===== config.mk =====
export PLATFORM = sky130hd
export DESIGN_NAME = gpio_port_ctrl
export DESIGN_NICKNAME = d
export VERILOG_FILES = /design/src/rtl/gpio_port_pkg.sv /design/src/rtl/gpio_in_sync.sv /design/src/rtl/gpio_pin_drive.sv /design/src/rtl/gpio_port_ctrl.sv
export SDC_FILE = /design/constraint.sdc
export NUM_CORES = 1
export LEC_CHECK = 0
export BUFFER_PORTS_ARGS = -buffer_cell sky130_fd_sc_hd__buf_2
export CORE_ASPECT_RATIO = 1.2
export CORE_MARGIN = 8
export CORE_UTILIZATION = 50
export CTS_BUF_LIST = sky130_fd_sc_hd__clkbuf_4
export DETAILED_ROUTE_END_ITERATION = 10
export PLACE_DENSITY = 0.87
export SLEW_MARGIN = 20
export SYNTH_ARGS = -nofsm -noshare
export SYNTH_HDL_FRONTEND = slang
export SYNTH_HIERARCHICAL = 1
export SYNTH_SLANG_ARGS = --single-unit

===== constraint.sdc =====
create_clock -name clk -period 0.82 [get_ports clk]
set_input_delay 0.041 -clock clk [delete_from_list [all_inputs] [get_ports clk]]
set_output_delay 0.041 -clock clk [all_outputs]
set_load 0.02 [all_outputs]

===== src/rtl/gpio_port_pkg.sv =====
package gpio_port_pkg;

  typedef enum logic [1:0] {
    ADDR_INDATA  = 2'd0,
    ADDR_OUTDATA = 2'd1,
    ADDR_DIR     = 2'd2,
    ADDR_MODE    = 2'd3
  } gpio_addr_e;

  // Drive-mode value that selects open-drain on an output bit
  localparam logic MODE_OPEN_DRAIN = 1'b1;

  // Output enable of one bit from its direction, mode and data
  function automatic logic bit_drive_oe(input logic is_out, input logic mode, input logic data);
    if (!is_out)                  return 1'b0;
    if (mode == MODE_OPEN_DRAIN)  return ~data;
    return 1'b1;
  endfunction

  // Driven level of one bit
  function automatic logic bit_drive_level(input logic is_out, input logic mode, input logic data);
    if (!is_out)                  return 1'b0;
    if (mode == MODE_OPEN_DRAIN)  return 1'b0;
    return data;
  endfunction

endpackage


===== src/rtl/gpio_in_sync.sv =====
module gpio_in_sync #(
  parameter int WIDTH  = 8,
  parameter int STAGES = 2
) (
  input  logic             clk,
  input  logic             rst_n,
  input  logic [WIDTH-1:0] raw_in,
  output logic [WIDTH-1:0] sync_out
);

  logic [WIDTH-1:0] stage_q [STAGES];

  always_ff @(posedge clk or negedge rst_n) begin
    if (!rst_n) begin
      for (int i = 0; i < STAGES; i++) stage_q[i] <= '0;
    end else begin
      stage_q[0] <= raw_in;
      for (int i = 1; i < STAGES; i++) stage_q[i] <= stage_q[i-1];
    end
  end

  assign sync_out = stage_q[STAGES-1];

  // Each stage carries exactly what the stage before it held one edge earlier
  generate
    if (STAGES >= 2) begin : g_chk
      assert_sync_chain_R3: assert property (@(posedge clk) disable iff (!rst_n)
        stage_q[STAGES-1] == $past(stage_q[STAGES-2]));
    end
  endgenerate
  assert_first_stage_R3: assert property (@(posedge clk) disable iff (!rst_n)
    stage_q[0] == $past(raw_in));

endmodule


===== src/rtl/gpio_pin_drive.sv =====
module gpio_pin_drive
  import gpio_port_pkg::*;
#(
  parameter int WIDTH = 8
) (
  input  logic [WIDTH-1:0] dir,
  input  logic [WIDTH-1:0] mode,
  input  logic [WIDTH-1:0] data,
  output logic [WIDTH-1:0] pad_out,
  output logic [WIDTH-1:0] pad_oe
);

  generate
    for (genvar b = 0; b < WIDTH; b++) begin : g_bit
      assign pad_oe[b]  = bit_drive_oe(dir[b], mode[b], data[b]);
      assign pad_out[b] = bit_drive_level(dir[b], mode[b], data[b]);
    end
  endgenerate

  always_comb begin
    assert_no_drive_on_inputs_R9: assert ((pad_oe & ~dir) == '0 && (pad_out & ~dir) == '0);
    assert_od_never_high_R8: assert ((pad_out & mode) == '0);
  end

endmodule


===== src/rtl/gpio_port_ctrl.sv =====
module gpio_port_ctrl
  import gpio_port_pkg::*;
#(
  parameter int WIDTH       = 8,
  parameter int SYNC_STAGES = 2
) (
  input  logic             clk,
  input  logic             rst_n,
  input  logic [1:0]       reg_addr,
  input  logic             reg_wr,
  input  logic [WIDTH-1:0] reg_wdata,
  output logic [WIDTH-1:0] reg_rdata,
  input  logic [WIDTH-1:0] pin_in,
  output logic [WIDTH-1:0] pin_out,
  output logic [WIDTH-1:0] pin_oe
);

  logic [WIDTH-1:0] dir_q, outd_q, mode_q, ind_q, ind_next;
  logic [WIDTH-1:0] sync_val;

  // Named write events, one per register
  logic wr_ind, wr_outd, wr_dir, wr_mode;
  assign wr_ind  = reg_wr && (reg_addr == ADDR_INDATA);
  assign wr_outd = reg_wr && (reg_addr == ADDR_OUTDATA);
  assign wr_dir  = reg_wr && (reg_addr == ADDR_DIR);
  assign wr_mode = reg_wr && (reg_addr == ADDR_MODE);

  gpio_in_sync #(.WIDTH(WIDTH), .STAGES(SYNC_STAGES)) u_sync (
    .clk      (clk),
    .rst_n    (rst_n),
    .raw_in   (pin_in),
    .sync_out (sync_val)
  );

  always_ff @(posedge clk or negedge rst_n) begin
    if (!rst_n) begin
      dir_q  <= '0;
      outd_q <= '0;
      mode_q <= '0;
    end else begin
      if (wr_dir)  dir_q  <= reg_wdata;
      if (wr_outd) outd_q <= reg_wdata;
      if (wr_mode) mode_q <= reg_wdata;
    end
  end

  // Input bits always take the sample (it wins over a write); output bits hold or take the write
  always_comb begin
    for (int b = 0; b < WIDTH; b++) begin
      if (!dir_q[b])   ind_next[b] = sync_val[b];
      else if (wr_ind) ind_next[b] = reg_wdata[b];
      else             ind_next[b] = ind_q[b];
    end
  end

  always_ff @(posedge clk or negedge rst_n) begin
    if (!rst_n) ind_q <= '0;
    else        ind_q <= ind_next;
  end

  always_comb begin
    case (reg_addr)
      ADDR_INDATA:  reg_rdata = ind_q;
      ADDR_OUTDATA: reg_rdata = outd_q;
      ADDR_DIR:     reg_rdata = dir_q;
      default:      reg_rdata = mode_q;
    endcase
  end

  gpio_pin_drive #(.WIDTH(WIDTH)) u_drive (
    .dir     (dir_q),
    .mode    (mode_q),
    .data    (outd_q),
    .pad_out (pin_out),
    .pad_oe  (pin_oe)
  );

  assert_dir_write_sticks_R2: assert property (@(posedge clk) disable iff (!rst_n)
    $past(wr_dir) |-> dir_q == $past(reg_wdata));

  assert_input_bits_follow_sync_R4: assert property (@(posedge clk) disable iff (!rst_n)
    ((ind_q ^ $past(sync_val)) & ~$past(dir_q)) == '0);

  assert_output_bits_hold_R5: assert property (@(posedge clk) disable iff (!rst_n)
    !$past(wr_ind) |-> ((ind_q ^ $past(ind_q)) & $past(dir_q)) == '0);

  assert_unaddressed_stable_R10: assert property (@(posedge clk) disable iff (!rst_n)
    !$past(wr_mode) |-> $stable(mode_q));

  assert_pushpull_drive_R7: assert property (@(posedge clk) disable iff (!rst_n)
    ((pin_oe ^ dir_q) & dir_q & ~mode_q) == '0);

endmodule


==> flow_summary.json, run 1 <==
{
  "postSynthNetCount": 165,
  "fmaxAchievable_ghz": 0.6712,
  "n_fill_cell": 209,
  "rrSetupSlack_ns": -0.22,
  "clock-root-buffer": "clkbuf_4",
  "rsz0062_at_grt": "true",
  "grt_pass1_vias": 1853,
  "antenna_found_initial": 1,
  "ys_warn_count": 6,
  "synth_seq_cells": 48,
  "synth-main-ff-cell": "dfrtp_1",
  "final_layout_size_suffix_gt1_share_pct": 64.45,
  "coreArea_mm2": 0.004131,
  "cellPowerDensity_mw_per_mm2": 2234,
  "die_y_um": 86.97,
  "syn_avg_cell_area_um2": 14.57,
  "row_count": 26,
  "worst_pin_slew_ns": 0.4146,
  "wl_per_cell_um": 20.65,
  "synth_commonest_cells": "48 x dfrtp_1, 24 x mux2_2, 16 x nand2_1",
  "cts_tree": "yes",
  "fin_skew_ns": 0.005421,
  "cts-htree-levels": 2,
  "cts.clk_slew.worst_paths_ns": 0.13,
  "port_buffers": 44,
  "dp_slack_ns": -0.2744,
  "clk_latency_ns": 0.35,
  "power.total_mw": 7.645,
  "report.final.slew_viol_count": 0,
  "crit_arrival_ns": 1.45,
  "grt_pass1_wl_mm": 9.384,
  "period_needed_ns": 1.490,
  "placedInstanceArea_mm2": 0.002592,
  "vdd_drop_max_v": 0.001912,
  "finalCoreUtilization_pct": 82.83,
  "setup-violations-final": 52,
  "regArea_mm2": 0.001201,
  "areaGrowthSynthToFinish_pct": 63.09,
  "slew_headroom_pct": 72.21,
  "r2r_end": "outd_q[1]",
  "r2r_cells": 3,
  "period_share_pct": 181.7,
  "status": "complete, but fails checks",
  "hold_viol": 0,
  "synth_async_sr_flop_share_pct": 100.0,
  "clock-sinks": 48,
  "grt_max_degree": 49,
  "syn_inst": 144,
  "clk_path_buf_depth": 2,
  "cp_max_fo": 2,
  "numCtsBuffers": 5,
  "timing.rr.start": "outd_q[1]",
  "dp_hpwl_mm": 3.439,
  "drt-total-wl_mm": 6.462,
  "post_drt_via_cell_ratio": 5.316,
  "startpoint_type": "register",
  "io_pins": 45,
  "grtUsageTotal_pct": 19.16,
  "ys_top_cells_by_area": "dfrtp_1 57%, mux2_2 13%, mux4_1 7.5%",
  "firstDrtPassIters": 4,
  "floorplan.initialDensity_pct": 50.79,
  "synth_top_cell_by_area": "dfrtp_1",
  "antenna_left": 0,
  "hold_class": "primary input to async pin",
  "post-synth-top-area-fraction_pct": 57.25,
  "nets": 276,
  "ys_seq_area_share_pct": 57.25,
  "multi_input_area_um2": 997.2,
  "dieArea_mm2": 0.006534,
  "design_area_mm2": 0.003422,
  "grt.overflow.total": 0,
  "die_w_um": 75.14,
  "drtIter0Drc": 98,
  "setup_ws_ns": -0.6699,
  "syn_area_mm2": 0.002098,
  "yosys.cell_count.top_type": "dfrtp_1",
  "cap_violations": 0,
  "finalWeightedCongestion": 0.7730,
  "violations": "negative setup slack",
  "end_kind": "output port",
  "synth_cell_types": 15,
  "power_leakage_nw": 1.647,
  "drc_errors": 0,
  "path_class": "register to output port",
  "synth_edf_count": 0,
  "route.vias.total": 1664,
  "required_ns": 0.78
}
==> cell type report <==
cell class | count | area share, %
flip-flops and latches | 48 | 35.10
repair buffers | 115 | 31.30
multi-input cells | 85 | 29.14
well taps | 56 | 2.048
clock buffers | 6 | 1.316
clock inverters | 2 | 1.024
diodes | 1 | 0.07313
==> sequential cells by signal, indices dropped and copies added (netlist names) <==
| signal | cells |
|---|---|
| dir_q | 8 |
| ind_q | 8 |
| mode_q | 8 |
| outd_q | 8 |
| u_sync/stage_q | 8 |
| u_sync/sync_out | 8 |
==> kinds of logic after synthesis <==
logic type	Yosys count	synth area share (%)
AND/OR/NAND/NOR	37	10.50
multiplexers	32	22.54
buffers and inverters	11	4.472
flip-flops	48	57.24
AO/OA/AOI/OAI	16	5.248
==> critical path, cell delays in order, from the launching register on <==
cell and delay [ns]:
dfrtp_1 0.42, mux4_2 0.52, buf_6 0.16
==> report_power, final <==
| part | leakage, nW | switching (mW) | total [mW] | internal, mW |
|---|---|---|---|---|
| clock network | 0.0457 | 0.725 | 1.40 | 0.673 |
| logic | 1.04 | 1.35 | 3.28 | 1.93 |
| registers | 0.561 | 0.243 | 2.96 | 2.72 |
==> layer usage <==
layer | up-vias | part of all wire [%] | GRT usage (%)
met2 | 49 | 56 | 34.88
li1 | 739 | - | -
met3 | 12 | 4.7 | 4.724
met1 | 864 | 36 | 21.02
met4 | 0 | 2.6 | 5.254
met5 | - | 0 | 0
==> cells in the final DEF, fill, tap and decap left out, drive strengths merged, types with 2 or more instances in the layout <==
cell	count
and3b	8
dfrtp	48
nand3b	2
buf	98
dlygate4sd3	17
a21boi	8
mux4	8
a31oi	8
mux2	24
nand2	16
clkbuf	6
nor2	8
==> per-stage QoR <==
| stage | hold WS, ns | cells | setup TNS (ns) |
|---|---|---|---|
| 2_1_floorplan | -0.2546 | 144 | -1.152 |
| 3_3_place_gp | 0.04064 | 274 | -9.672 |
| 3_5_place_dp | 0.04477 | 274 | -10.54 |
| 4_1_cts | 0.1763 | 301 | -14.06 |
| 5_1_grt | 0.2086 | 313 | -17.55 |
| 6_report | 0.2120 | 313 | -15.95 |
==> worst max path at each step <==
| stage | startpoint | end | slack [ns] | cells past startpoint |
|---|---|---|---|---|
| floorplan | dir_q[5] | reg_rdata[5] | -0.14 | 1 |
| global placement | reg_addr[0] | reg_rdata[4] | -0.25 | 4 |
| detailed placement | reg_addr[0] | outd_q[7] | -0.27 | 4 |
| CTS | mode_q[2] | reg_rdata[2] | -0.65 | 2 |
| global route | mode_q[1] | reg_rdata[1] | -0.71 | 2 |
| finish | mode_q[1] | reg_rdata[1] | -0.67 | 2 |
==> timing repair <==
action / CTS / global route
setup endpoints to repair: 52 / 54
resized for setup: 88 / 50
pin swaps: 4 / 8
hold buffers: 17 / 0
setup buffers: 7 / 21
hold endpoints to repair: 88 / 0
cloned: 0 / 0
(Power assumes the default switching activity.)
==> run 2: changes to the inputs <==
--- a/config.mk
+++ b/config.mk
@@ -8,10 +8,10 @@
 export BUFFER_PORTS_ARGS = -buffer_cell sky130_fd_sc_hd__buf_2
 export CORE_ASPECT_RATIO = 1.2
 export CORE_MARGIN = 8
-export CORE_UTILIZATION = 50
+export CORE_UTILIZATION = 30
 export CTS_BUF_LIST = sky130_fd_sc_hd__clkbuf_4
 export DETAILED_ROUTE_END_ITERATION = 10
-export PLACE_DENSITY = 0.87
+export PLACE_DENSITY = 0.59
 export SLEW_MARGIN = 20
 export SYNTH_ARGS = -nofsm -noshare
 export SYNTH_HDL_FRONTEND = slang
==> constraint.sdc (replaced) <==
create_clock -name clk -period 1.9 [get_ports clk]
set_input_delay 0.095 -clock clk [delete_from_list [all_inputs] [get_ports clk]]
set_output_delay 0.095 -clock clk [all_outputs]
set_load 0.02 [all_outputs]
==> run 2 against run 1 <==
The run now ends clean. Total power fell by 63%. Clock-buffer cell count shrank 1. Sequential share of layout area increased by 11 points. Critical path depth unchanged. Sequential cell count unchanged. Largest cell class unchanged. Non-clock buffer count shrank 54. Highest routed layer unchanged. Clock skew increased by 0.0042 ns. Die area grew 52%.
==> flow_summary.json, run 2 (synthesized netlist as in run 1, its figures left out) <==
{
  "fin_skew_ns": 0.009627,
  "cp_max_fo": 6,
  "firstDrtPassIters": 4,
  "grt.overflow.total": 0,
  "cellPowerDensity_mw_per_mm2": 1063,
  "startpoint_type": "register",
  "drc_errors": 0,
  "antenna_left": 0,
  "nets": 222,
  "cts_resized": 0,
  "diodes": 0,
  "dp_hpwl_mm": 3.165,
  "path_class": "register to output port",
  "hold_class": "primary input to register",
  "slowest_stage": "mux4_1",
  "finalWeightedCongestion": 0.7376,
  "antenna_found_initial": 0,
  "holdBufCountCts": 15,
  "slew_headroom_pct": 68.39,
  "n_fill_cell": 679,
  "holdWs_ns": 0.02008,
  "clk_latency_ns": 0.36,
  "rsz0062_at_grt": "false",
  "dieArea_mm2": 0.009938,
  "cap_violations": 0,
  "row_count": 33,
  "final_cell_mix": "48 x dfrtp_1, 44 x buf_2, 24 x mux2_2, 16 x nand2_1, 15 x dlygate4sd3_1",
  "vdd_drop_max_v": 0.0006072,
  "numCtsBuffers": 5,
  "clock-root-buffer": "clkbuf_4",
  "grt_use_met3_pct": 3.489,
  "grtUsageTotal_pct": 9.660,
  "period_needed_ns": 1.614,
  "required_ns": 1.80,
  "port_buffers": 44,
  "met2_usage_pct": 14.94,
  "end_kind": "output port",
  "post-cts-setup-buffers": 0,
  "route.vias.total": 1337,
  "grt_pass1_vias": 1451,
  "areaGrowthSynthToFinish_pct": 25.16,
  "coreArea_mm2": 0.006813,
  "finalSetupTns_ns": 0,
  "io_pins": 45,
  "die_w_um": 92.35,
  "cts-htree-levels": 2,
  "post_drt_via_cell_ratio": 4.626,
  "crit_chain": "mux4_1 > buf_2",
  "crit_arrival_ns": 1.52,
  "power_leakage_nw": 1.233,
  "hold_viol": 0,
  "drtIter0Drc": 28,
  "grt_pass1_wl_mm": 7.493,
  "setup-violations-final": 0,
  "slowest_delay_ns": 0.53,
  "floorplan.initialDensity_pct": 30.80,
  "finalCoreUtilization_pct": 38.55,
  "grt_max_degree": 21,
  "fmaxAchievable_ghz": 0.6195,
  "drt-total-wl_mm": 4.476,
  "met1_usage_pct": 11.94,
  "clk_path_buf_depth": 2,
  "cts.clk_slew.worst_paths_ns": 0.14,
  "status": "finished clean",
  "final_common_cell": "dfrtp_1",
  "wl_per_cell_um": 15.49,
  "final_layout_size_suffix_gt1_share_pct": 41.58,
  "period_share_pct": 84.96,
  "busiest_layer": "met2",
  "worst_pin_slew_ns": 0.4737,
  "die_y_um": 107.6,
  "clock-sinks": 48,
  "cts_tree": "yes",
  "report.final.slew_viol_count": 0
}
==> run 2: changes by cell type in the layout (fill, tap and decap cells not counted), moves of 4 or more <==
cell / delta
buf_2: +24
nor2_4: -4
mux2_4: -20
buf_4: -21
mux4_2: -6
nor2_1: +7
a21boi_1: +8
a31oi_1: +4
a21boi_2: -7
mux2_2: +20
buf_6: -54
mux4_1: +6
==> run 2: final timing paths <==
kind	startpoint	to	slack, ns	cells past startpoint
setup / recovery	dir_q[4]	reg_rdata[4]	0.29	2
hold / removal	reg_wdata[5]	ind_q[5]	0.02	3
setup reg to reg	dir_q[2]	dir_q[2]	1.06	1
hold reg to reg	u_sync/stage_q[12]	u_sync/sync_out[4]	0.36	0
max in group asynchronous	rst_n	dir_q[3]	1.16	3
min in group asynchronous	rst_n	ind_q[3]	0.15	2
==> run 2: final cells by class <==
| cell class | instances | area (um^2) | area share [%] |
|---|---|---|---|
| clock buffers | 5 | 37.54 | 1.429 |
| repair buffers | 61 | 385.4 | 14.67 |
| flip-flops and latches | 48 | 1201 | 45.74 |
| well taps | 87 | 108.9 | 4.145 |
| clock inverters | 3 | 90.09 | 3.430 |
| multi-input cells | 85 | 803.3 | 30.59 |
==> run 2: through the flow <==
stage / area (um^2) / std cells / setup WS (ns) / total power [mW]
floorplan: 2098 / 144 / 0.8133 / 1.719
global placement: 2349 / 266 / 0.5406 / 1.927
detailed placement: 2349 / 266 / 0.5339 / 1.942
CTS: 2626 / 289 / 0.2454 / 2.843
global route: 2626 / 289 / 0.2216 / 2.950
finish: 2626 / 289 / 0.2858 / 2.791
==> run 2: critical path: cells and delay by family, from the launching register on <==
family	cells	cell delay, ns
buffers and inverters	1	0.18
DFF	1	0.45
muxes	1	0.53
==> run 2: where the power goes <==
group / internal [mW] / leakage (nW) / switching [mW]
logic: 0.312 / 0.607 / 0.319
clock network: 0.542 / 0.0654 / 0.319
registers: 1.17 / 0.561 / 0.125
==> run 2: layer usage <==
layer / share of wire, % / up-vias / routed length (um)
met4: 1.5 / 0 / 69
met2: 48 / 33 / 2152
li1: - / 637 / -
met3: 6.5 / 6 / 290
met1: 44 / 661 / 1964
met5: 0 / - / 0
==> run 3: changes to the inputs <==
--- a/config.mk
+++ b/config.mk
@@ -5,13 +5,14 @@
 export SDC_FILE = /design/constraint.sdc
 export NUM_CORES = 1
 export LEC_CHECK = 0
+export ABC_AREA = 1
 export BUFFER_PORTS_ARGS = -buffer_cell sky130_fd_sc_hd__buf_2
 export CORE_ASPECT_RATIO = 1.2
 export CORE_MARGIN = 8
 export CORE_UTILIZATION = 30
 export CTS_BUF_LIST = sky130_fd_sc_hd__clkbuf_4
 export DETAILED_ROUTE_END_ITERATION = 10
-export PLACE_DENSITY = 0.59
+export PLACE_DENSITY = 0.6
 export SLEW_MARGIN = 20
 export SYNTH_ARGS = -nofsm -noshare
 export SYNTH_HDL_FRONTEND = slang
==> constraint.sdc (replaced) <==
create_clock -name clk -period 1.3 [get_ports clk]
set_input_delay 0.065 -clock clk [delete_from_list [all_inputs] [get_ports clk]]
set_output_delay 0.065 -clock clk [all_outputs]
set_load 0.02 [all_outputs]
==> run 3 against run 2 <==
Critical path type unchanged. Non-clock buffer count increased by 12. Sequential power increased by 46%. Combinational power increased by 57%. Clock skew decreased by 0.00095 ns. Synthesized cell count increased by 77%. Global-route usage increased by 0.65 points. Register-to-register slack got worse by 0.73 ns.
==> flow_summary.json, run 3 <==
{
  "status": "finished clean",
  "die_y_um": 111.3,
  "final_layout_size_suffix_gt1_share_pct": 29.69,
  "fmaxAchievable_ghz": 0.7794,
  "hold_class": "primary input to register",
  "slew_headroom_pct": 75.47,
  "synth-main-ff-cell": "dfrtp_1",
  "syn_avg_cell_area_um2": 8.911,
  "worst_pin_slew_ns": 0.3656,
  "finalWeightedCongestion": 0.7231,
  "setup-violations-final": 0,
  "grtUsageTotal_pct": 10.31,
  "drc_errors": 0,
  "dp_hpwl_mm": 3.604,
  "final_common_cell": "nand2_1",
  "clk_path_buf_depth": 2,
  "dp_slack_ns": 0.1479,
  "dr.max_layer_used": "met4",
  "drt-total-wl_mm": 5.438,
  "finalSetupTns_ns": 0,
  "cts.clk_slew.worst_paths_ns": 0.14,
  "path_class": "register to output port",
  "wl_per_cell_um": 13.26,
  "grt_pass1_vias": 1817,
  "holdWs_ns": 0.01132,
  "cap_violations": 0,
  "cp_max_fo": 4,
  "synth_seq_cells": 48,
  "synth_top_cell_by_area": "dfrtp_1",
  "timing.rr.start": "dir_q[3]",
  "clock-root-buffer": "clkbuf_4",
  "finalCoreUtilization_pct": 39.02,
  "numCtsBuffers": 5,
  "hold_viol": 0,
  "ys_top_cells_by_area": "dfrtp_1 53%, nand2_1 12%, nand3_1 7.0%",
  "wl_met3_um": 281,
  "ys_warn_count": 6,
  "synth_async_sr_flop_share_pct": 100.0,
  "syn_area_mm2": 0.002272,
  "setup_ws_ns": 0.01702,
  "postSynthNetCount": 276,
  "nets": 340,
  "antenna_left": 0,
  "grt_max_degree": 49,
  "wl_met1_mm": 2.437,
  "cellPowerDensity_mw_per_mm2": 1244,
  "min_to": "mode_q[1]",
  "areaGrowthSynthToFinish_pct": 25.66,
  "post-synth-top-area-fraction_pct": 52.86,
  "io_pins": 45,
  "r2r_end": "ind_q[3]",
  "clk_latency_ns": 0.35,
  "final_cell_mix": "72 x nand2_1, 40 x dfrtp_1, 37 x buf_2, 30 x nand3_1, 24 x inv_1",
  "diodes": 0,
  "port_buffers": 44,
  "crit_arrival_ns": 1.22,
  "dieArea_mm2": 0.01063,
  "hold_path.startpoint": "reg_wdata[1]",
  "startpoint_type": "register",
  "report.final.slew_viol_count": 0,
  "grt_pass1_wl_mm": 8.852,
  "vdd_drop_max_v": 0.0003923,
  "synth_cell_types": 17,
  "ys_seq_area_share_pct": 52.86,
  "antenna_found_initial": 0,
  "syn_inst": 255,
  "synth_commonest_cells": "72 x nand2_1, 48 x dfrtp_1, 32 x nand3_1, 24 x inv_1, 13 x o21ai_1",
  "cts-htree-levels": 2,
  "fin_skew_ns": 0.008682,
  "firstDrtPassIters": 4,
  "route.vias.total": 1889,
  "row_count": 34,
  "coreArea_mm2": 0.007317,
  "die_w_um": 95.45,
  "drtIter0Drc": 111,
  "met2_wirelength_mm": 2.694,
  "yosys.cell_count.top_type": "nand2_1",
  "rrSetupSlack_ns": 0.33,
  "clock-sinks": 48,
  "r2r_cells": 4,
  "required_ns": 1.24,
  "synth_edf_count": 0,
  "period_needed_ns": 1.283,
  "grt.overflow.total": 0,
  "period_share_pct": 98.69,
  "cts_tree": "yes",
  "end_kind": "output port",
  "placedInstanceArea_mm2": 0.002527,
  "power_leakage_nw": 1.430,
  "post_drt_via_cell_ratio": 4.607,
  "rsz0062_at_grt": "true",
  "floorplan.initialDensity_pct": 31.05,
  "hold-path-cell-count": 3,
  "design_area_mm2": 0.002855
}
==> run 3: routing by layer <==
metal	vias to the layer above	GRT usage (%)
li1	955	-
met1	897	12.90
met2	35	17.12
met3	2	2.890
met4	0	2.158
met5	-	0
==> run 3: cells by family after synthesis <==
family / after synthesis / share of synthesized area (%)
buffers and inverters: 42 / 10.35
DFF: 48 / 52.86
and+or+nand+nor: 125 / 26.16
AOI/OAI and AO/OA: 40 / 10.63
==> run 3: worst max-delay path by stage <==
stage                     start      endpoint  slack (ns)  depth (start not counted)
CTS                    dir_q[2]  reg_rdata[2]       -0.03                          3
detailed placement  reg_addr[0]  reg_rdata[4]        0.15                          5
global placement    reg_addr[0]  reg_rdata[4]        0.18                          5
global route           dir_q[6]  reg_rdata[6]       -0.08                          3
finish                outd_q[2]  reg_rdata[2]        0.02                          3
floorplan              dir_q[0]     pin_oe[0]        0.43                          2
==> run 3: metrics by stage <==
step | std cells | power [mW]
finish | 410 | 3.552
floorplan | 255 | 2.452
CTS | 399 | 3.489
detailed placement | 376 | 2.757
global placement | 376 | 2.736
global route | 410 | 3.811
==> run 3: layout make-up <==
| type | instances | area, um^2 |
|---|---|---|
| clock buffers | 5 | 37.54 |
| clock inverters | 3 | 13.76 |
| fillers | 747 | 4462 |
| inverters | 26 | 97.59 |
| multi-input cells | 165 | 853.3 |
| flip-flops and latches | 48 | 1211 |
| well taps | 90 | 112.6 |
| repair buffers | 73 | 529.3 |
==> run 3: worst max-delay path, cell delays in order, from the launching register on <==
cell and delay [ns]:
dfrtp_1 0.45, nand3_1 0.10, nand4_1 0.13, buf_4 0.18
==> run 3: report_power, final <==
part	internal, mW	switching (mW)	total, mW
combinational	0.436	0.556	0.992
clock	0.200	0.462	0.661
sequential	1.70	0.196	1.90
==> run 3: repair_timing <==
item / in CTS / in global routing
hold buffers: 11 / 2
pin swaps: 1 / 3
resized for setup: 7 / 13
setup buffers: 4 / 9
endpoints found under the hold margin: 58 / 3
setup endpoints to repair: 8 / 15
